===== src/rtl/seg_lcd_pkg.sv =====
package seg_lcd_pkg;
    localparam logic [2:0] LV1 = 3'd1;
    localparam logic [2:0] LV3 = 3'd3;
    localparam logic [2:0] LV4 = 3'd4;
    localparam logic [2:0] LV5 = 3'd5;

    // Mirror a level about the mid-rail for the second half of a frame.
    function automatic logic [2:0] mirror_lvl(input logic [2:0] v, input logic inv);
        return inv ? (3'd6 - v) : v;
    endfunction
endpackage


===== src/rtl/seg_lcd_timebase.sv =====
module seg_lcd_timebase #(
    parameter int MAX_COM      = 4,
    parameter int FS_W         = 3,
    parameter int BLINK_FRAMES = 2,
    localparam int MS_W  = $clog2(MAX_COM),
    localparam int PH_W  = $clog2(2 * MAX_COM),
    localparam int DIV_W = 2 ** FS_W,
    localparam int BF_W  = $clog2(BLINK_FRAMES) + 1
) (
    input  logic            clk,
    input  logic            rst_n,
    input  logic            enable,
    input  logic [MS_W-1:0] mux_sel,
    input  logic [FS_W-1:0] freq_sel,
    input  logic            blink_en,
    output logic [PH_W-1:0] phase,
    output logic [MS_W-1:0] com_idx,
    output logic            invert,
    output logic            blank
);
    typedef struct packed {
        logic [DIV_W-1:0] presc;
        logic [PH_W-1:0]  phase;
        logic [BF_W-1:0]  fcnt;
        logic             blank;
    } tb_state_t;

    tb_state_t st_d, st_q;
    logic [DIV_W:0]  lim;
    logic [PH_W:0]   mux_n, last_ph, ph_ext;
    logic            wrap;

    assign lim     = ((DIV_W+1)'(2) << freq_sel) - 1'b1;
    assign mux_n   = (PH_W+1)'(mux_sel) + 1'b1;
    assign last_ph = (mux_n << 1) - 1'b1;
    assign ph_ext  = {1'b0, st_q.phase};

    always_comb begin
        st_d = st_q;
        wrap = 1'b0;
        if (!enable) begin
            st_d = '0;
        end else begin
            if ({1'b0, st_q.presc} >= lim) begin
                st_d.presc = '0;
                if (ph_ext >= last_ph) begin
                    st_d.phase = '0;
                    wrap       = 1'b1;
                end else begin
                    st_d.phase = st_q.phase + 1'b1;
                end
            end else begin
                st_d.presc = st_q.presc + 1'b1;
            end
            if (!blink_en) begin
                st_d.fcnt  = '0;
                st_d.blank = 1'b0;
            end else if (wrap) begin
                if (st_q.fcnt >= BF_W'(BLINK_FRAMES - 1)) begin
                    st_d.fcnt  = '0;
                    st_d.blank = ~st_q.blank;
                end else begin
                    st_d.fcnt = st_q.fcnt + 1'b1;
                end
            end
        end
    end

    always_ff @(posedge clk or negedge rst_n) begin
        if (!rst_n) st_q <= '0;
        else        st_q <= st_d;
    end

    assign phase   = st_q.phase;
    assign invert  = ph_ext >= mux_n;
    assign com_idx = MS_W'(invert ? (ph_ext - mux_n) : ph_ext);
    assign blank   = st_q.blank;
endmodule


===== src/rtl/seg_lcd_levels.sv =====
module seg_lcd_levels
    import seg_lcd_pkg::*;
#(
    parameter int MAX_COM = 4,
    parameter int NUM_SEG = 32,
    localparam int MS_W    = $clog2(MAX_COM),
    localparam int NUM_GRP = NUM_SEG / 4
) (
    input  logic                       enable,
    input  logic [MS_W-1:0]            mux_sel,
    input  logic                       half_bias,
    input  logic [MS_W-1:0]            com_idx,
    input  logic                       invert,
    input  logic                       blank,
    input  logic [NUM_GRP-1:0]         grp_en,
    input  logic [MAX_COM*NUM_SEG-1:0] seg_data,
    output logic [MAX_COM*3-1:0]       com_lvl,
    output logic [NUM_SEG*3-1:0]       seg_lvl
);
    logic static_mode;
    assign static_mode = (mux_sel == '0);

    for (genvar c = 0; c < MAX_COM; c++) begin : g_com
        localparam logic [MS_W:0] CI = (MS_W+1)'(c);
        logic [2:0] base;
        always_comb begin
            if (com_idx == CI[MS_W-1:0]) base = LV1;
            else if (half_bias)          base = LV3;
            else                         base = LV4;
            if (!enable || (CI > {1'b0, mux_sel}))
                com_lvl[c*3 +: 3] = LV5;
            else
                com_lvl[c*3 +: 3] = mirror_lvl(base, invert);
        end
    end

    for (genvar s = 0; s < NUM_SEG; s++) begin : g_seg
        logic [MAX_COM-1:0] col;
        logic [2:0]         base;
        logic               lit;
        for (genvar c = 0; c < MAX_COM; c++) begin : g_col
            assign col[c] = seg_data[c*NUM_SEG + s];
        end
        always_comb begin
            lit = col[com_idx] & ~blank;
            if (lit)              base = LV5;
            else if (static_mode) base = LV1;
            else                  base = LV3;
            if (!enable || !grp_en[s/4])
                seg_lvl[s*3 +: 3] = LV5;
            else
                seg_lvl[s*3 +: 3] = mirror_lvl(base, invert);
        end
    end
endmodule


===== src/rtl/seg_lcd_drv.sv =====
module seg_lcd_drv #(
    parameter int MAX_COM      = 4,
    parameter int NUM_SEG      = 32,
    parameter int FS_W         = 3,
    parameter int BLINK_FRAMES = 2,
    localparam int MS_W    = $clog2(MAX_COM),
    localparam int PH_W    = $clog2(2 * MAX_COM),
    localparam int NUM_GRP = NUM_SEG / 4
) (
    input  logic                       clk,
    input  logic                       rst_n,
    input  logic                       enable,
    input  logic [MS_W-1:0]            mux_sel,
    input  logic                       half_bias,
    input  logic [FS_W-1:0]            freq_sel,
    input  logic                       blink_en,
    input  logic [NUM_GRP-1:0]         grp_en,
    input  logic [MAX_COM*NUM_SEG-1:0] seg_data,
    output logic [MAX_COM*3-1:0]       com_lvl,
    output logic [NUM_SEG*3-1:0]       seg_lvl
);
    logic [PH_W-1:0] phase;
    logic [MS_W-1:0] com_idx;
    logic            invert;
    logic            blank;

    seg_lcd_timebase #(
        .MAX_COM(MAX_COM), .FS_W(FS_W), .BLINK_FRAMES(BLINK_FRAMES)
    ) i_timebase (
        .clk(clk), .rst_n(rst_n), .enable(enable), .mux_sel(mux_sel),
        .freq_sel(freq_sel), .blink_en(blink_en), .phase(phase),
        .com_idx(com_idx), .invert(invert), .blank(blank)
    );

    seg_lcd_levels #(
        .MAX_COM(MAX_COM), .NUM_SEG(NUM_SEG)
    ) i_levels (
        .enable(enable), .mux_sel(mux_sel), .half_bias(half_bias),
        .com_idx(com_idx), .invert(invert), .blank(blank), .grp_en(grp_en),
        .seg_data(seg_data), .com_lvl(com_lvl), .seg_lvl(seg_lvl)
    );
endmodule


===== config.mk =====
export PLATFORM = sky130hd
export DESIGN_NAME = seg_lcd_drv
export DESIGN_NICKNAME = d
export VERILOG_FILES = /design/src/rtl/seg_lcd_pkg.sv /design/src/rtl/seg_lcd_timebase.sv /design/src/rtl/seg_lcd_levels.sv /design/src/rtl/seg_lcd_drv.sv
export SDC_FILE = /design/constraint.sdc
export NUM_CORES = 1
export LEC_CHECK = 0
export CORE_ASPECT_RATIO = 0.8
export CORE_UTILIZATION = 39
export DETAILED_ROUTE_END_ITERATION = 10
export PLACE_DENSITY = 0.9
export SLEW_MARGIN = 20
export SYNTH_ARGS = -nofsm -noshare
export SYNTH_HDL_FRONTEND = slang
export SYNTH_SLANG_ARGS = --single-unit

===== constraint.sdc =====
create_clock -name clk -period 14.35 [get_ports clk]
set_clock_uncertainty 0.05 [all_clocks]
set_input_delay 4.305 -clock clk [delete_from_list [all_inputs] [get_ports clk]]
set_output_delay 4.305 -clock clk [all_outputs]
set_load 0.005 [all_outputs]

## Word-level counts from Yosys, hierarchy flattened

Index checks and enable logic that the tools add are counted.

- Bits in registers: 14
- Bits of input ports: 146
- Logic and storage cells: 304
- Output and inout port bits: 108

- Mux-type cells: 186
- $lt $le $gt $ge: 8
- Shift operators: 1
- Equality and inequality tests: 6
- $add $sub $neg: 43
- Reductions and logical operators: 23
- Bitwise gates (word level): 33

Operators by type and width:

| cell | number |
|---|---|
| $mux W3 | 113 |
| $sub A3 B3 Y3 const A | 36 |
| $bmux W1 S2 | 32 |
| $mux W1 | 36 |
| $and A1 B1 Y1 | 32 |
| $mux W14 | 1 |
| $logic_or A1 B1 Y1 | 11 |
| $ge A8 B9 Y1 | 1 |
| $logic_not A1 Y1 | 9 |
| $shl A2 B3 Y9 const A | 1 |
| $sub A9 B1 Y9 const B | 1 |
| $add A8 B1 Y8 const B | 1 |
| $mux W8 | 1 |
| $mux W2 | 3 |
| $ne A3 B2 Y1 const B | 2 |
| $eq A2 B2 Y1 const B | 2 |
| $ge A3 B4 Y1 | 1 |
| $gt A2 B2 Y1 const A | 2 |
| $logic_not A2 Y1 | 2 |
| $sub A4 B1 Y4 const B | 1 |
| $add A2 B1 Y3 const B | 1 |
| $add A3 B1 Y3 const B | 1 |
| $ge A3 B3 Y1 | 1 |
| $lt A2 B3 Y1 const B | 1 |
| 8 further kinds | 8 |

## Longest topological paths before layout

- Depth after elaboration: 10
- Depth in mapped cells: 14
- Gate-level depth less buffers: 12

## By module

Synthesis repeated with hierarchy kept, for this count alone.

- Cells, all modules: 400
- Area total of the unflattened synthesis: 3349.5 um^2

Modules (own cells, without submodules):

| module | cells each | area an instance (um^2) | sequential area each (um^2) | instances |
|---|---|---|---|---|
| seg_lcd_levels | 275 | 2197.1 | 0.0 | 1 |
| seg_lcd_timebase | 125 | 1152.4 | 350.3 | 1 |

## Worst setup path after synthesis

No wires, ideal clock.

- Path type: input port to output port
- From: input port mux_sel[0]
- To: output port seg_lvl[14]
- Arrival time: 6493 ps
- Buffers on the path: 2
- Setup slack: 3502 ps
- Required time: 9995 ps
- Stages: 12
- Cells stage by stage: inv_1 -> ha_1 -> inv_1 -> ha_1 -> inv_1 -> o21ai_2 -> a21boi_1 -> or3_1 -> buf_6 -> buf_8 -> o22a_2 -> mux2_4

- Cells in the longest elaborated chain, start to end: 10
- Elaborated cells between the ends (all ways): 13
- Those cells by class: 3 x add/sub; 1 x order compare; 7 x mux; 1 x bitwise; 1 x reduce/logical

RTL lines:

| item | line | text |
|---|---|---|
| start: declaration | seg_lcd_drv.sv:13 | `input logic [MS_W-1:0] mux_sel,` |
| $add A2 B1 Y3 | seg_lcd_timebase.sv:34 | `assign mux_n = (PH_W+1)'(mux_sel) + 1'b1;` |
| $ge A3 B3 Y1 / $sub A2 B2 Y2 (equally long branches) | seg_lcd_timebase.sv:75, seg_lcd_timebase.sv:76 |  |
| $mux W2 | seg_lcd_timebase.sv:76 | `assign com_idx = MS_W'(invert ? (ph_ext - mux_n) : ph_ext);` |
| $bmux W1 S2 | seg_lcd_levels.sv:45 | `lit = col[com_idx] & ~blank;` |
| $mux W1 (not written as such) | seg_lcd_levels.sv:45 |  |
| $and A1 B1 Y1 | seg_lcd_levels.sv:45 |  |
| $mux W3 | seg_lcd_levels.sv:46 | `if (lit) base = LV5;` |
| $sub A3 B3 Y3 | seg_lcd_pkg.sv:9 | `return inv ? (3'd6 - v) : v;` |
| $mux W3 (*) | seg_lcd_pkg.sv:9 |  |
| $mux W3 (*) | seg_lcd_levels.sv:49 | `if (!enable \|\| !grp_en[s/4])` |
| end: declaration | seg_lcd_drv.sv:20 | `output logic [NUM_SEG*3-1:0] seg_lvl` |

Every way passes the cells marked *; elsewhere a longest branch is shown, timed or not. The select of a mux whose other input is x is not followed.

## Final worst setup path

- From: input port mux_sel[0]
- To: output port seg_lvl[95]

The elaborated chain is that of the path after synthesis.

==> summary.txt <==
Status
  • Outcome: finished, final reports clean

Critical path
  • Most frequent cell on the critical path: inv_1
  • CP max stage cell: nand3_4
  • Startpoint Class: primary input
  • Critical Path Fanout Max: 61
  • CP cell instances: clkdlybuf4s50_1 > inv_1 > ha_1 > inv_1 > ha_1 > inv_1 > o211ai_1 > nand3_4 > buf_4 > mux2i_1 > o22a_2 > mux2_4 > clkdlybuf4s50_1
  • Critical path's largest stage delay: 810 ps
  • Worst setup EP type: output pin
  • Worst path required time: 9990 ps
  • Crit path DAT: 8620 ps
  • Worst Setup Path Type: primary input to output pin
  • CP delay by family, top: buffers and inverters
  • Bufs and invs on worst path: 6

Layout
  • Post-Layout Cell Count: 719
  • Fin nets: 775
  • Share of cells above drive strength 1: 14.3%
  • # diodes: 0
  • Most common cell after layout, fill and taps aside: clkdlybuf4s50_1
  • Most frequent cells in the layout: 221 x clkdlybuf4s50_1, 64 x mux2i_1, 32 x conb_1, 26 x mux2_4, 24 x nand2_1
  • Fill cell count: 683
  • Area Overhead vs Synth: 62.4%

CTS
  • Clock tree root driver cell: clkbuf_8
  • Later-pin clock latency in the skew report: 240 ps
  • CTS tree: yes
  • CTS max path bufs: 2
  • Total CTS buffers: 3
  • Post-CTS Setup Bufs: 0
  • Clk slew on worst S/H paths: 60 ps
  • Clk sinks: 14
  • Htree depth: 1
  • CTS Hold Bufs: 0
  • Resized Gates After CTS: 0

Detailed routing
  • Residual DRC count: 0
  • DR pass1 iterations: 4
  • Vias: 3,870
  • Via density: 5.38
  • Iteration-0 DRC Markers: 151
  • Final ANT Viol Nets: 0
  • Wire per inst: 18.6 µm
  • Total Routed Length: 13.4 mm

Global route
  • Met3 Usage GRT: 4.74%
  • First-pass GRT wire length: 19.5 mm
  • Overflow after GRT: 0
  • Met2 Usage GRT: 50.8%
  • Vias in the first global route: 3,772
  • Largest net degree at the start of global routing: 62
  • Grt met1 use: 30.5%
  • Initial antenna violation count: 0
  • Tot GR Track Use: 27.1%
  • Top Usage Layer GRT: met2

Yosys
  • Top cells by area, synth: mux2i_1 18%, mux2_4 11%, dfrtp_1 10%
  • Synth unique cells: 55
  • Post-synth top flop: dfrtp_1
  • Avg Inst Size Synth: 8.67 µm²
  • Synth Cell Area: 3490 µm²
  • Cells after Synth: 402
  • #FFs+latches synth: 14
  • Share of the synthesized area in the top cell type: 18.4%
  • Ys async rst share: 100%
  • Yosys synthesis warning count: 0
  • Post-synth top area cell: mux2i_1
  • Post-synthesis sequential area ratio: 10.1%
  • Post-synth EDFFs: 0

Timing
  • RSZ-0062 raised after global routing: false
  • Setup tns final: 0 ps
  • Fmax achieved: 0.0771 GHz
  • Post-route setup slack: 1370 ps
  • Pins Over Slew Limit: 0
  • Slew margin rel.: 28.0%
  • Tmin final: 12,980 ps
  • Final hold vios: 0
  • Final period utilization: 90.4%
  • Worst slew pin tran: 1080 ps
  • Setup-failing EPs final: 0

Power and ir drop
  • Max rail drop VDD: 0.0294 mV
  • Pleak: 2.37 nW
  • Tot Pwr: 0.336 mW
  • PwrDens: 59.3 nW/µm²

Die
  • Std cell rows: 30
  • Total core area: 8560 µm²
  • Chip Height: 86.6 µm
  • Die area: 9320 µm²
  • Top Ports: 254
  • Die W: 108 µm
  • Starting Density: 40.7%

Placed design
  • Dpl cells: 715
  • RePlAce Congestion: 0.964
  • Port buffer count: 221
  • Setup Slack @ Placement: 1340 ps
  • HPWL after DPL: 11.0 mm

Flow run
  • Max_cap viols: 0

Min path
  • Hold WC Path Type: register to register
-- layer usage --
| metal | wire length (µm) | share of wire (%) | vias to the layer above |
|---|---|---|---|
| li1 | - | - | 1836 |
| met5 | 0 | 0 | - |
| met4 | 518 | 3.9 | 0 |
| met1 | 5340 | 40 | 1819 |
| met3 | 989 | 7.4 | 43 |
| met2 | 6550 | 49 | 172 |
-- cells in the mapped netlist, types with 4 or more instances --
master	number
a21oi_1	13
and3_1	18
and3_2	18
buf_2	4
buf_4	39
clkbuf_1	6
dfrtp_1	14
ha_1	21
inv_1	17
mux2_2	4
mux2_4	26
mux2i_1	64
nand2_1	24
nand3_1	11
nor2_1	19
nor2b_1	4
o211ai_1	4
o21ai_0	8
o22a_1	10
o22a_2	22
xor2_1	8
-- sequential cells by signal (all words and copies together), names as in the netlist --
name,cells
i_timebase.blank,1
i_timebase.phase,3
i_timebase.st_q,10
-- cells by family after synthesis --
family	synth area share [%]
and+or+nand+nor	17.2
other	0.108
DFF	10.1
buffers and inverters	13.2
muxes	31.5
xor gates and xnor gates	2.76
adders and majority gates	7.54
AOI/OAI and AO/OA	17.7
-- worst register-to-register path: cells and delay by family (launching register included) --
family                   cells  cell delay (ps)
adder cells (fa/ha/maj)      1              300
AO/OA/AOI/OAI                3              550
AND/OR/NAND/NOR              3              720
flip-flops                   1              510
-- layout make-up --
| type | count | area, µm² | area share, % |
|---|---|---|---|
| well taps | 112 | 140 | 2.48 |
| inverters | 17 | 63.8 | 1.13 |
| multi-input cells | 348 | 2820 | 49.8 |
| clock buffers | 4 | 55.1 | 0.972 |
| repair buffers | 224 | 2230 | 39.5 |
| flip-flops and latches | 14 | 350 | 6.19 |
-- through the flow --
stage / area, µm² / util (%) / hold slack [ps]
after global placement: 5600 / 65.4 / 475
after detailed placement: 5600 / 65.5 / 481
final: 5660 / 66.2 / 492
after floorplan: 3600 / - / 437
after global routing: 5660 / 66.2 / 529
after CTS: 5660 / 66.1 / 489
-- final timing paths --
check | endpoint | start | slack (ps) | depth (start not counted)
worst min register to register | i_timebase.st_q[6]$_DFF_PN0_ | i_timebase.st_q[6]$_DFF_PN0_ | 490 | 1
worst min-delay path | i_timebase.st_q[6]$_DFF_PN0_ | i_timebase.st_q[6]$_DFF_PN0_ | 490 | 1
worst max register to register | i_timebase.phase[2]$_DFFE_PN0P_ | i_timebase.phase[1]$_DFFE_PN0P_ | 12110 | 7
worst max-delay path | seg_lvl[95] | mux_sel[0] | 1370 | 13
min in group asynchronous | i_timebase.phase[0]$_DFFE_PN0P_ | rst_n | 4420 | 1
max in group asynchronous | i_timebase.st_q[10]$_DFF_PN0_ | rst_n | 9410 | 1
-- where the power goes --
group / total (mW) / internal (mW) / leakage, nW / switching, mW
Clock: 0.0378 / 0.0243 / 0.0288 / 0.0136
Sequential: 0.0429 / 0.0408 / 0.193 / 0.00214
Combinational: 0.255 / 0.148 / 2.15 / 0.107
Note: power is estimated with default switching activity, not from simulation.
